$ cat config.mk
export PLATFORM = sky130hd
export DESIGN_NAME = sram_wr_monitor
export DESIGN_NICKNAME = d
export VERILOG_FILES = /design/src/rtl/sram_wr_mon_pkg.sv /design/src/rtl/sram_wr_mon_satcnt.sv /design/src/rtl/sram_wr_mon_dp.sv /design/src/rtl/sram_wr_mon_ctrl.sv /design/src/rtl/sram_wr_monitor.sv
export SDC_FILE = /design/constraint.sdc
export NUM_CORES = 1
export LEC_CHECK = 0
export ABC_AREA = 0
export BUFFER_PORTS_ARGS = -buffer_cell sky130_fd_sc_hd__buf_2
export CAP_MARGIN = 20
export CORE_ASPECT_RATIO = 1.4
export CORE_MARGIN = 2
export CORE_UTILIZATION = 55
export DETAILED_ROUTE_END_ITERATION = 7
export GPL_TIMING_DRIVEN = 0
export PLACE_DENSITY_LB_ADDON = 0.25
export SYNTH_ARGS = -nofsm -noshare
export SYNTH_HDL_FRONTEND = slang
export SYNTH_SLANG_ARGS = --single-unit
$ cat constraint.sdc
create_clock -name clk -period 4.75 [get_ports clk]
set_input_delay 0.7125 -clock clk [delete_from_list [all_inputs] [get_ports clk]]
set_output_delay 0.7125 -clock clk [all_outputs]
set_load 0.1 [all_outputs]
$ cat src/rtl/sram_wr_mon_pkg.sv
package sram_wr_mon_pkg;

  localparam int NUM_RULES = 6;

  // flag bit positions; errCode = index + 1
  localparam int IDX_PULSE   = 0;
  localparam int IDX_ADDRMOV = 1;
  localparam int IDX_AVALID  = 2;
  localparam int IDX_CSEND   = 3;
  localparam int IDX_DOVL    = 4;
  localparam int IDX_CYCLE   = 5;

  typedef struct packed {
    logic activeNow;
    logic endNow;
    logic captureEn;
  } ctrlStrobe_t;

endpackage

$ cat src/rtl/sram_wr_mon_satcnt.sv
module sram_wr_mon_satcnt #(
  parameter int W = 8,
  parameter bit RST_FULL = 1'b0
) (
  input  logic         clk,
  input  logic         rstN,
  input  logic         load,
  input  logic [W-1:0] loadVal,
  output logic [W-1:0] count
);
  localparam logic [W-1:0] MAXV = {W{1'b1}};

  always_ff @(posedge clk) begin
    if (!rstN)               count <= RST_FULL ? MAXV : '0;
    else if (load)           count <= loadVal;
    else if (count != MAXV)  count <= count + 1'b1;
  end


  no_wrap_chk: assert property (@(posedge clk) disable iff (!rstN)
    (!load && count == MAXV) |=> count == MAXV);


  monotonic_chk: assert property (@(posedge clk) disable iff (!rstN)
    (!load) |=> count >= $past(count));

endmodule

$ cat src/rtl/sram_wr_mon_dp.sv
module sram_wr_mon_dp
  import sram_wr_mon_pkg::*;
#(
  parameter int ADDR_W = 16,
  parameter int DATA_W = 16,
  parameter int CNT_W  = 8,
  parameter int WCNT_W = 16
) (
  input  logic              clk,
  input  logic              rstN,
  input  logic              csN,
  input  logic [ADDR_W-1:0] addr,
  input  logic [DATA_W-1:0] data,
  input  ctrlStrobe_t       strb,
  output logic              addrChg,
  output logic [CNT_W-1:0]  activeCnt,
  output logic [CNT_W-1:0]  csHeld,
  output logic [CNT_W-1:0]  addrHeld,
  output logic [CNT_W-1:0]  dataHeld,
  output logic [WCNT_W-1:0] writeCount,
  output logic [ADDR_W-1:0] lastAddr,
  output logic [DATA_W-1:0] lastData
);
  localparam int NCNT = 4;
  localparam logic [CNT_W-1:0] ONE = CNT_W'(1);

  logic [ADDR_W-1:0] addrPrev;
  logic [DATA_W-1:0] dataPrev;
  logic              dataChg;
  logic [NCNT-1:0]             cntLoad;
  logic [NCNT-1:0][CNT_W-1:0]  cntVal;
  logic [NCNT-1:0][CNT_W-1:0]  cntOut;

  assign addrChg = (addr != addrPrev);
  assign dataChg = (data != dataPrev);

  // 0: active samples, 1: cs-low samples, 2: address age, 3: data age
  assign cntLoad = {dataChg, addrChg, csN, !strb.activeNow};
  assign cntVal  = {ONE, ONE, {CNT_W{1'b0}}, {CNT_W{1'b0}}};

  for (genvar g = 0; g < NCNT; g++) begin : g_cnt
    sram_wr_mon_satcnt #(.W(CNT_W), .RST_FULL(g >= 2)) u_cnt (
      .clk    (clk),
      .rstN   (rstN),
      .load   (cntLoad[g]),
      .loadVal(cntVal[g]),
      .count  (cntOut[g])
    );
  end

  assign activeCnt = cntOut[0];
  assign csHeld    = cntOut[1];
  assign addrHeld  = cntOut[2];
  assign dataHeld  = cntOut[3];

  always_ff @(posedge clk) begin
    if (!rstN) begin
      addrPrev   <= '0;
      dataPrev   <= '0;
      writeCount <= '0;
      lastAddr   <= '0;
      lastData   <= '0;
    end else begin
      addrPrev <= addr;
      dataPrev <= data;
      if (strb.captureEn) begin
        writeCount <= writeCount + 1'b1;
        lastAddr   <= addrPrev;
        lastData   <= dataPrev;
      end
    end
  end


  count_step_chk: assert property (@(posedge clk) disable iff (!rstN)
    strb.captureEn |=> writeCount == WCNT_W'($past(writeCount) + 1'b1));


  count_hold_chk: assert property (@(posedge clk) disable iff (!rstN)
    !strb.captureEn |=> ($stable(writeCount) && $stable(lastAddr) && $stable(lastData)));

endmodule

$ cat src/rtl/sram_wr_mon_ctrl.sv
module sram_wr_mon_ctrl
  import sram_wr_mon_pkg::*;
#(
  parameter int CNT_W = 8,
  parameter int T_WC  = 15,
  parameter int T_AW  = 10,
  parameter int T_CW  = 10,
  parameter int T_WP  = 8,
  parameter int T_DW  = 7
) (
  input  logic                 clk,
  input  logic                 rstN,
  input  logic                 clrErr,
  input  logic                 csN,
  input  logic                 weN,
  input  logic                 addrChg,
  input  logic [CNT_W-1:0]     activeCnt,
  input  logic [CNT_W-1:0]     csHeld,
  input  logic [CNT_W-1:0]     addrHeld,
  input  logic [CNT_W-1:0]     dataHeld,
  output ctrlStrobe_t          strb,
  output logic [NUM_RULES-1:0] errFlags,
  output logic [2:0]           errCode
);
  localparam logic [CNT_W-1:0] TH_WC = CNT_W'(T_WC);
  localparam logic [CNT_W-1:0] TH_AW = CNT_W'(T_AW);
  localparam logic [CNT_W-1:0] TH_CW = CNT_W'(T_CW);
  localparam logic [CNT_W-1:0] TH_WP = CNT_W'(T_WP);
  localparam logic [CNT_W-1:0] TH_DW = CNT_W'(T_DW);

  logic activeNow, activePrev, endNow;
  logic windowBad, wroteSince;
  logic [NUM_RULES-1:0] viol;
  logic [2:0] violCode;

  assign activeNow = !csN && !weN;
  assign endNow    = activePrev && !activeNow;

  always_comb begin
    viol = '0;
    viol[IDX_PULSE]   = endNow && (activeCnt < TH_WP);
    viol[IDX_ADDRMOV] = activeNow && activePrev && addrChg;
    viol[IDX_AVALID]  = endNow && (addrHeld < TH_AW);
    viol[IDX_CSEND]   = endNow && (csHeld < TH_CW);
    viol[IDX_DOVL]    = endNow && (dataHeld < TH_DW);
    viol[IDX_CYCLE]   = addrChg && (wroteSince || endNow) && (addrHeld < TH_WC);
  end

  always_comb begin
    violCode = 3'd0;
    for (int i = NUM_RULES - 1; i >= 0; i--)
      if (viol[i]) violCode = 3'(i + 1);
  end

  assign strb.activeNow = activeNow;
  assign strb.endNow    = endNow;
  assign strb.captureEn = endNow && !windowBad &&
                          !(viol[IDX_PULSE] || viol[IDX_AVALID] ||
                            viol[IDX_CSEND] || viol[IDX_DOVL]);

  always_ff @(posedge clk) begin
    if (!rstN) begin
      activePrev <= 1'b0;
      windowBad  <= 1'b0;
      wroteSince <= 1'b0;
      errFlags   <= '0;
      errCode    <= '0;
    end else begin
      activePrev <= activeNow;
      if (endNow)                 windowBad <= 1'b0;
      else if (viol[IDX_ADDRMOV]) windowBad <= 1'b1;
      wroteSince <= addrChg ? 1'b0 : (wroteSince | endNow);
      errFlags   <= (clrErr ? '0 : errFlags) | viol;
      if (clrErr || errCode == 3'd0) errCode <= violCode;
    end
  end


  addr_move_flag_chk: assert property (@(posedge clk) disable iff (!rstN)
    (activeNow && activePrev && addrChg) |=> errFlags[IDX_ADDRMOV]);


  flag_sticky_chk: assert property (@(posedge clk) disable iff (!rstN)
    !clrErr |=> ((errFlags & $past(errFlags)) == $past(errFlags)));


  code_hold_chk: assert property (@(posedge clk) disable iff (!rstN)
    (!clrErr && errCode != 3'd0) |=> $stable(errCode));


  code_agree_chk: assert property (@(posedge clk) disable iff (!rstN)
    (errCode == 3'd0) == (errFlags == '0));

endmodule

$ cat src/rtl/sram_wr_monitor.sv
module sram_wr_monitor
  import sram_wr_mon_pkg::*;
#(
  parameter int ADDR_W = 16,
  parameter int DATA_W = 16,
  parameter int CNT_W  = 8,
  parameter int WCNT_W = 16,
  parameter int T_WC   = 15,
  parameter int T_AW   = 10,
  parameter int T_CW   = 10,
  parameter int T_WP   = 8,
  parameter int T_DW   = 7
) (
  input  logic              clk,
  input  logic              rstN,
  input  logic              clrErr,
  input  logic              csN,
  input  logic              weN,
  input  logic [ADDR_W-1:0] addr,
  input  logic [DATA_W-1:0] data,
  output logic [5:0]        errFlags,
  output logic [2:0]        errCode,
  output logic [WCNT_W-1:0] writeCount,
  output logic [ADDR_W-1:0] lastAddr,
  output logic [DATA_W-1:0] lastData
);
  ctrlStrobe_t      strb;
  logic             addrChg;
  logic [CNT_W-1:0] activeCnt, csHeld, addrHeld, dataHeld;

  sram_wr_mon_ctrl #(
    .CNT_W(CNT_W), .T_WC(T_WC), .T_AW(T_AW), .T_CW(T_CW), .T_WP(T_WP), .T_DW(T_DW)
  ) u_ctrl (
    .clk(clk), .rstN(rstN), .clrErr(clrErr), .csN(csN), .weN(weN),
    .addrChg(addrChg), .activeCnt(activeCnt), .csHeld(csHeld),
    .addrHeld(addrHeld), .dataHeld(dataHeld),
    .strb(strb), .errFlags(errFlags), .errCode(errCode)
  );

  sram_wr_mon_dp #(
    .ADDR_W(ADDR_W), .DATA_W(DATA_W), .CNT_W(CNT_W), .WCNT_W(WCNT_W)
  ) u_dp (
    .clk(clk), .rstN(rstN), .csN(csN), .addr(addr), .data(data), .strb(strb),
    .addrChg(addrChg), .activeCnt(activeCnt), .csHeld(csHeld),
    .addrHeld(addrHeld), .dataHeld(dataHeld),
    .writeCount(writeCount), .lastAddr(lastAddr), .lastData(lastData)
  );

endmodule

== After elaboration in Yosys (flattened, before gate mapping) ==
Index checks and enable logic that the tools add are counted.

* Register bits: 124
* Logic and storage cells: 76

* Add/sub/neg operators: 5
* $lt $le $gt $ge: 5
* Eq/ne operators: 6
* Muxes and demuxes: 11
* Bitwise logic cells: 3
* Reductions and logical operators: 30

{| class="wikitable"
|+ Operators by type and width
! kind !! number
|-
| adder 8 x 1 -> 8 bit, second input constant || 4
|-
| < comparator 8 x 4 -> 1 bit, second input constant || 4
|-
| two-way mux 8 bit || 4
|-
| != test 16 bit || 2
|-
| != test 8 bit, second input constant || 4
|-
| two-way mux 3 bit || 6
|-
| adder 16 x 1 -> 16 bit, second input constant || 1
|-
| logical AND 1 bit || 12
|-
| < comparator 8 x 3 -> 1 bit, second input constant || 1
|-
| OR reduction 2 bit || 4
|-
| two-way mux 6 bit || 1
|-
| bitwise OR 6 bit || 1
|-
| logical NOT 1 bit || 5
|-
| logical OR 1 bit || 5
|-
| nonzero test 2 bit || 2
|-
| logical NOT 3 bit || 1
|-
| AND reduction 2 bit || 1
|-
| inverter 1 bit || 1
|-
| bitwise OR 1 bit || 1
|}

== Longest topological paths before layout ==
* Word-level depth: 13
* Mapped depth: 8
* Depth with buffers taken out: 6

== Hierarchy ==
From an unflattened synthesis, not the netlist that was laid out.

* Cells, all modules: 591
* Area total of the unflattened synthesis: 5579.1 µm²

{| class="wikitable"
|+ By module, submodules not included
! module !! instances !! cells each !! area an instance (µm²) !! seq. area each (µm²)
|-
| sram_wr_mon_dp || 1 || 299 || 3064.2 || 1601.5
|-
| sram_wr_mon_satcnt at u_dp.g_cnt[2].u_cnt ... || 2 || 55 || 478.0 || 160.2
|-
| sram_wr_mon_satcnt at u_dp.g_cnt[0].u_cnt ... || 2 || 56 || 466.7 || 160.2
|-
| sram_wr_mon_ctrl || 1 || 70 || 625.6 || 240.2
|}

== Worst setup path after synthesis ==
No wires, ideal clock.

* Path kind: flip-flop to flip-flop
* From: register u_dp.writeCount[0]
* To: register u_dp.writeCount[14]
* Setup time: 0.071 ns
* Arrival time: 2.254 ns
* Required time: 4.679 ns
* Slack: 2.426 ns
* Cell stages (with the launch flop): 8
* Buffers on the path: 1
* Period minus slack after synthesis: 2.324 ns
* Path through: dfxtp_1 ha_1 nand3_1 inv_1 o2111ai_1 buf_2 or4_1 a21oi_1

* Cells in the longest elaborated chain, start to end: 1

{| class="wikitable"
|+ Ends and longest elaborated chain
! item !! line !! source
|-
| start, declared || sram_wr_mon_dp.sv:20 || <nowiki>output logic [WCNT_W-1:0] writeCount,</nowiki>
|-
| start signal, assigned || sram_wr_mon_dp.sv:67 || <nowiki>writeCount <= writeCount + 1'b1;</nowiki>
|-
| adder 16 x 1 -> 16 bit || sram_wr_mon_dp.sv:67 ||
|}

Every way passes these cells.
A chain may end at the register's enable or synchronous reset.

== Worst setup path after layout ==
* From: register u_dp.g_cnt[0].u_cnt.count[4]
* To: register u_dp.lastAddr[13]

* Cells in the longest elaborated chain, start to end: 7

{| class="wikitable"
|+ Ends and longest elaborated chain
! item !! line !! source
|-
| start, declared || sram_wr_mon_satcnt.sv:9 || <nowiki>output logic [W-1:0] count</nowiki>
|-
| start signal, assigned || sram_wr_mon_satcnt.sv:14 || <nowiki>if (!rstN) count <= RST_FULL ? MAXV : '0;</nowiki>
|-
| start signal, assigned || sram_wr_mon_satcnt.sv:15 || <nowiki>else if (load) count <= loadVal;</nowiki>
|-
| start signal, assigned || sram_wr_mon_satcnt.sv:16 || <nowiki>else if (count != MAXV) count <= count + 1'b1;</nowiki>
|-
| < comparator 8 x 4 -> 1 bit || sram_wr_mon_ctrl.sv:41 || <nowiki>viol[IDX_PULSE] = endNow && (activeCnt < TH_WP);</nowiki>
|-
| logical AND 1 bit || sram_wr_mon_ctrl.sv:41 ||
|-
| logical OR 1 bit (2 in series) || sram_wr_mon_ctrl.sv:58 || <nowiki>!(viol[IDX_PULSE] || viol[IDX_AVALID] ||</nowiki>
|-
| logical OR 1 bit || sram_wr_mon_ctrl.sv:59 || <nowiki>viol[IDX_CSEND] || viol[IDX_DOVL]);</nowiki>
|-
| logical NOT 1 bit || sram_wr_mon_ctrl.sv:58 ||
|-
| logical AND 1 bit || sram_wr_mon_ctrl.sv:57 || <nowiki>assign strb.captureEn = endNow && !windowBad &&</nowiki>
|-
| end signal, assigned || sram_wr_mon_dp.sv:68 || <nowiki>lastAddr <= addrPrev;</nowiki>
|-
| end, declared || sram_wr_mon_dp.sv:21 || <nowiki>output logic [ADDR_W-1:0] lastAddr,</nowiki>
|}

Every way passes these cells.

==> results.ini <==
[grt]
antenna_found_initial=0
grt_pass1_vias=4179
overflow=0
grt_max_degree=17
grtUsageTotal_pct=22.8
grt_pass1_wl_um=18600

[setup_path]
reg2reg_depth=7
worst_setup_path_start_kind=flop
r2r-start=u_dp.g_cnt[0].u_cnt.count[4]$_SDFFE_PN0P_
worstPathRequired_ns=5.03
critPathKind=reg -> reg
critical_path_arrival_ns=2.49
r2r_setup_slack_ns=2.54
path_max_fanout=10
setup.worst_path.end_class=flop
reg2reg_to=u_dp.lastAddr[13]$_SDFFE_PN0P_

[detailed_routing]
routed_wl_um=11100
ant_nets=0
drt_iter0_markers=235
vias_per_cell=5.46
drc=0
wire_per_inst_um=14.5
vias=4179
drt-pass1-iter-count=4

[cts]
ctsHoldBuffers=0
cts_setup_buffers=0
clkLatencyLatePin_ns=0.41
cts_buffers=17
ctsRootBufferMaster=clkbuf_16
clock-sinks=124
cts.htree.levels=4
clockBufferDepth=2
cts.repair.resized=0
clk_pin_slew_ns=0.06
cts_tree=built

[timing]
fin_setup_tns_ns=0
fin_skew_ns=0.00843
rsz0062_at_grt=no
fin_crit_ns=2.21
finalCritPeriodShare_pct=46.5
setup_viol=0
finalHoldViolations=0
slew_headroom_pct=60.4
slew_viol_final=0
max_freq_mhz=453
worst_slew_pin_slew_ns=0.594

[die]
initial_core_util_pct=56.5
pin_count=94
dieArea_um2=10100
num_rows=41
fp.dieH_um=118
die_w_um=85.4
coreArea_um2=9030

[synthesis]
synth_top_area_share_pct=48.7
syn_area_per_cell_um2=9.55
async_reset_ff_share_pct=0
yosys-top-cells-area=dfxtp_1, mux2i_1, xor2_1
ys_warn_count=0
postSynthCellCount=534
synth_area_um2=5100
synth.distinct_cells=52
synth_nets=576
synth-edff-count=0
synthFlopType=dfxtp_1
ys_ff_latch=124
yosys.area.top_type=dfxtp_1
ys_seq_area_share_pct=48.7

[finish]
diodes=0
drive_above_1_share_pct=21.1
nets=687
final_cell_mix=dfxtp_1, buf_2, nor2_1
final_core_util_pct=69.9
fin_cells=765
seq_area_um2=2480
syn_to_final_growth_pct=23.7
fillers=743
multi_input_area_um2=2450
final_common_cell=dfxtp_1

[outcome]
status=completed

[pwr]
p_leak_nw=2.93
power_per_cell_area_nw_per_um2=400
peakVddDrop_mv=0.322

[placement]
place.port_buffers=92
placed_cells=733
place.gp.congestion=0.796
dp_hpwl_um=7970

[job]
max_cap_viol_count=0

[min_path]
hold_class=reg -> reg
holdPathStages=2
hold_end=u_ctrl.errFlags[4]$_SDFF_PN0_
holdCritStartpoint=u_ctrl.errFlags[4]$_SDFF_PN0_

-- cell usage after synthesis (5+ instances only) --
cell	instances
a21oi_1	19
dfxtp_1	124
nor3_1	7
and2_1	35
nor2_1	59
nand4_1	13
inv_1	9
xor2_1	43
nand2_1	23
mux2i_1	39
ha_1	5
or3_1	9
nor4_1	10
o31ai_1	5
and3_1	9
nand3_1	19
o21ai_0	33
clkbuf_1	17
-- state kept, by name, summed over array words and instances (netlist names) --
| signal | cells |
|---|---|
| u_ctrl.wroteSince | 1 |
| u_ctrl.activePrev | 1 |
| u_dp.g_cnt.u_cnt.count | 32 |
| u_dp.lastData | 16 |
| u_ctrl.errFlags | 6 |
| u_ctrl.windowBad | 1 |
| u_dp.writeCount | 16 |
| u_dp.addrPrev | 16 |
| u_dp.lastAddr | 16 |
| u_dp.dataPrev | 16 |
| u_ctrl.errCode | 3 |
-- critical path, cell delays in order, from the launching register on --
cell and delay (ns):
dfxtp_1 0.37, or4_4 0.59, a2bb2oi_2 0.20, o211ai_4 0.28, buf_6 0.21, buf_12 0.16, mux2i_1 0.20, nor2_1 0.06
-- worst max-delay path by stage --
stage | startpoint | end | slack [ns] | cells past startpoint
floorplan | u_dp.writeCount[0]$_SDFFE_PN0P_ | u_dp.writeCount[14]$_SDFFE_PN0P_ | 2.43 | 7
finish | u_dp.g_cnt[0].u_cnt.count[4]$_SDFFE_PN0P_ | u_dp.lastAddr[13]$_SDFFE_PN0P_ | 2.54 | 7
detailed placement | rstN | u_dp.g_cnt[0].u_cnt.count[3]$_SDFFE_PN0P_ | 2.29 | 8
CTS | u_dp.g_cnt[0].u_cnt.count[4]$_SDFFE_PN0P_ | u_dp.lastAddr[12]$_SDFFE_PN0P_ | 2.54 | 7
global placement | rstN | u_dp.g_cnt[0].u_cnt.count[3]$_SDFFE_PN0P_ | 2.35 | 8
global route | u_dp.g_cnt[2].u_cnt.count[4]$_SDFFE_PN1P_ | u_dp.lastAddr[14]$_SDFFE_PN0P_ | 2.41 | 7
-- metrics by stage --
| stage | setup slack, ns | cell area [um^2] | hold slack (ns) | power (mW) |
|---|---|---|---|---|
| global route | 2.41 | 6310 | 0.486 | 2.60 |
| global placement | 2.35 | 5690 | 0.443 | 1.22 |
| detailed placement | 2.29 | 5690 | 0.454 | 1.22 |
| CTS | 2.54 | 6310 | 0.463 | 2.54 |
| floorplan | 2.43 | 5100 | 0.444 | 1.18 |
| finish | 2.54 | 6310 | 0.458 | 2.52 |
-- metal layers --
| metal | up-vias | GRT usage [%] | part of all wire [%] |
|---|---|---|---|
| met4 | 0 | 9.03 | 1.6 |
| met1 | 1974 | 25.0 | 41 |
| met5 | - | 0 | 0 |
| li1 | 2092 | - | - |
| met2 | 93 | 40.2 | 52 |
| met3 | 20 | 7.29 | 5.1 |
-- cell type report --
type	count	area share, %
sequential	124	39.3
multi-input combinational	378	38.9
timing repair buffer	92	7.30
clock buffer	17	6.74
clock inverter	15	2.99
tap	107	2.12
buffer	23	2.08
inverter	9	0.536
-- kinds of logic after synthesis --
| group | count (synthesis) | synth area share (%) |
|---|---|---|
| buffers and inverters | 32 | 3.24 |
| flip-flops | 124 | 48.7 |
| adder cells (fa/ha/maj) | 5 | 1.23 |
| AND/OR/NAND/NOR | 205 | 21.0 |
| XOR/XNOR | 47 | 8.07 |
| multiplexers | 41 | 8.10 |
| AO/OA/AOI/OAI | 80 | 9.72 |
-- report_power, final --
group          switching [mW]  internal, mW
logic                  0.0693        0.0478
registers              0.0202          1.07
clock network           0.487         0.831
(Power assumes the default switching activity.)
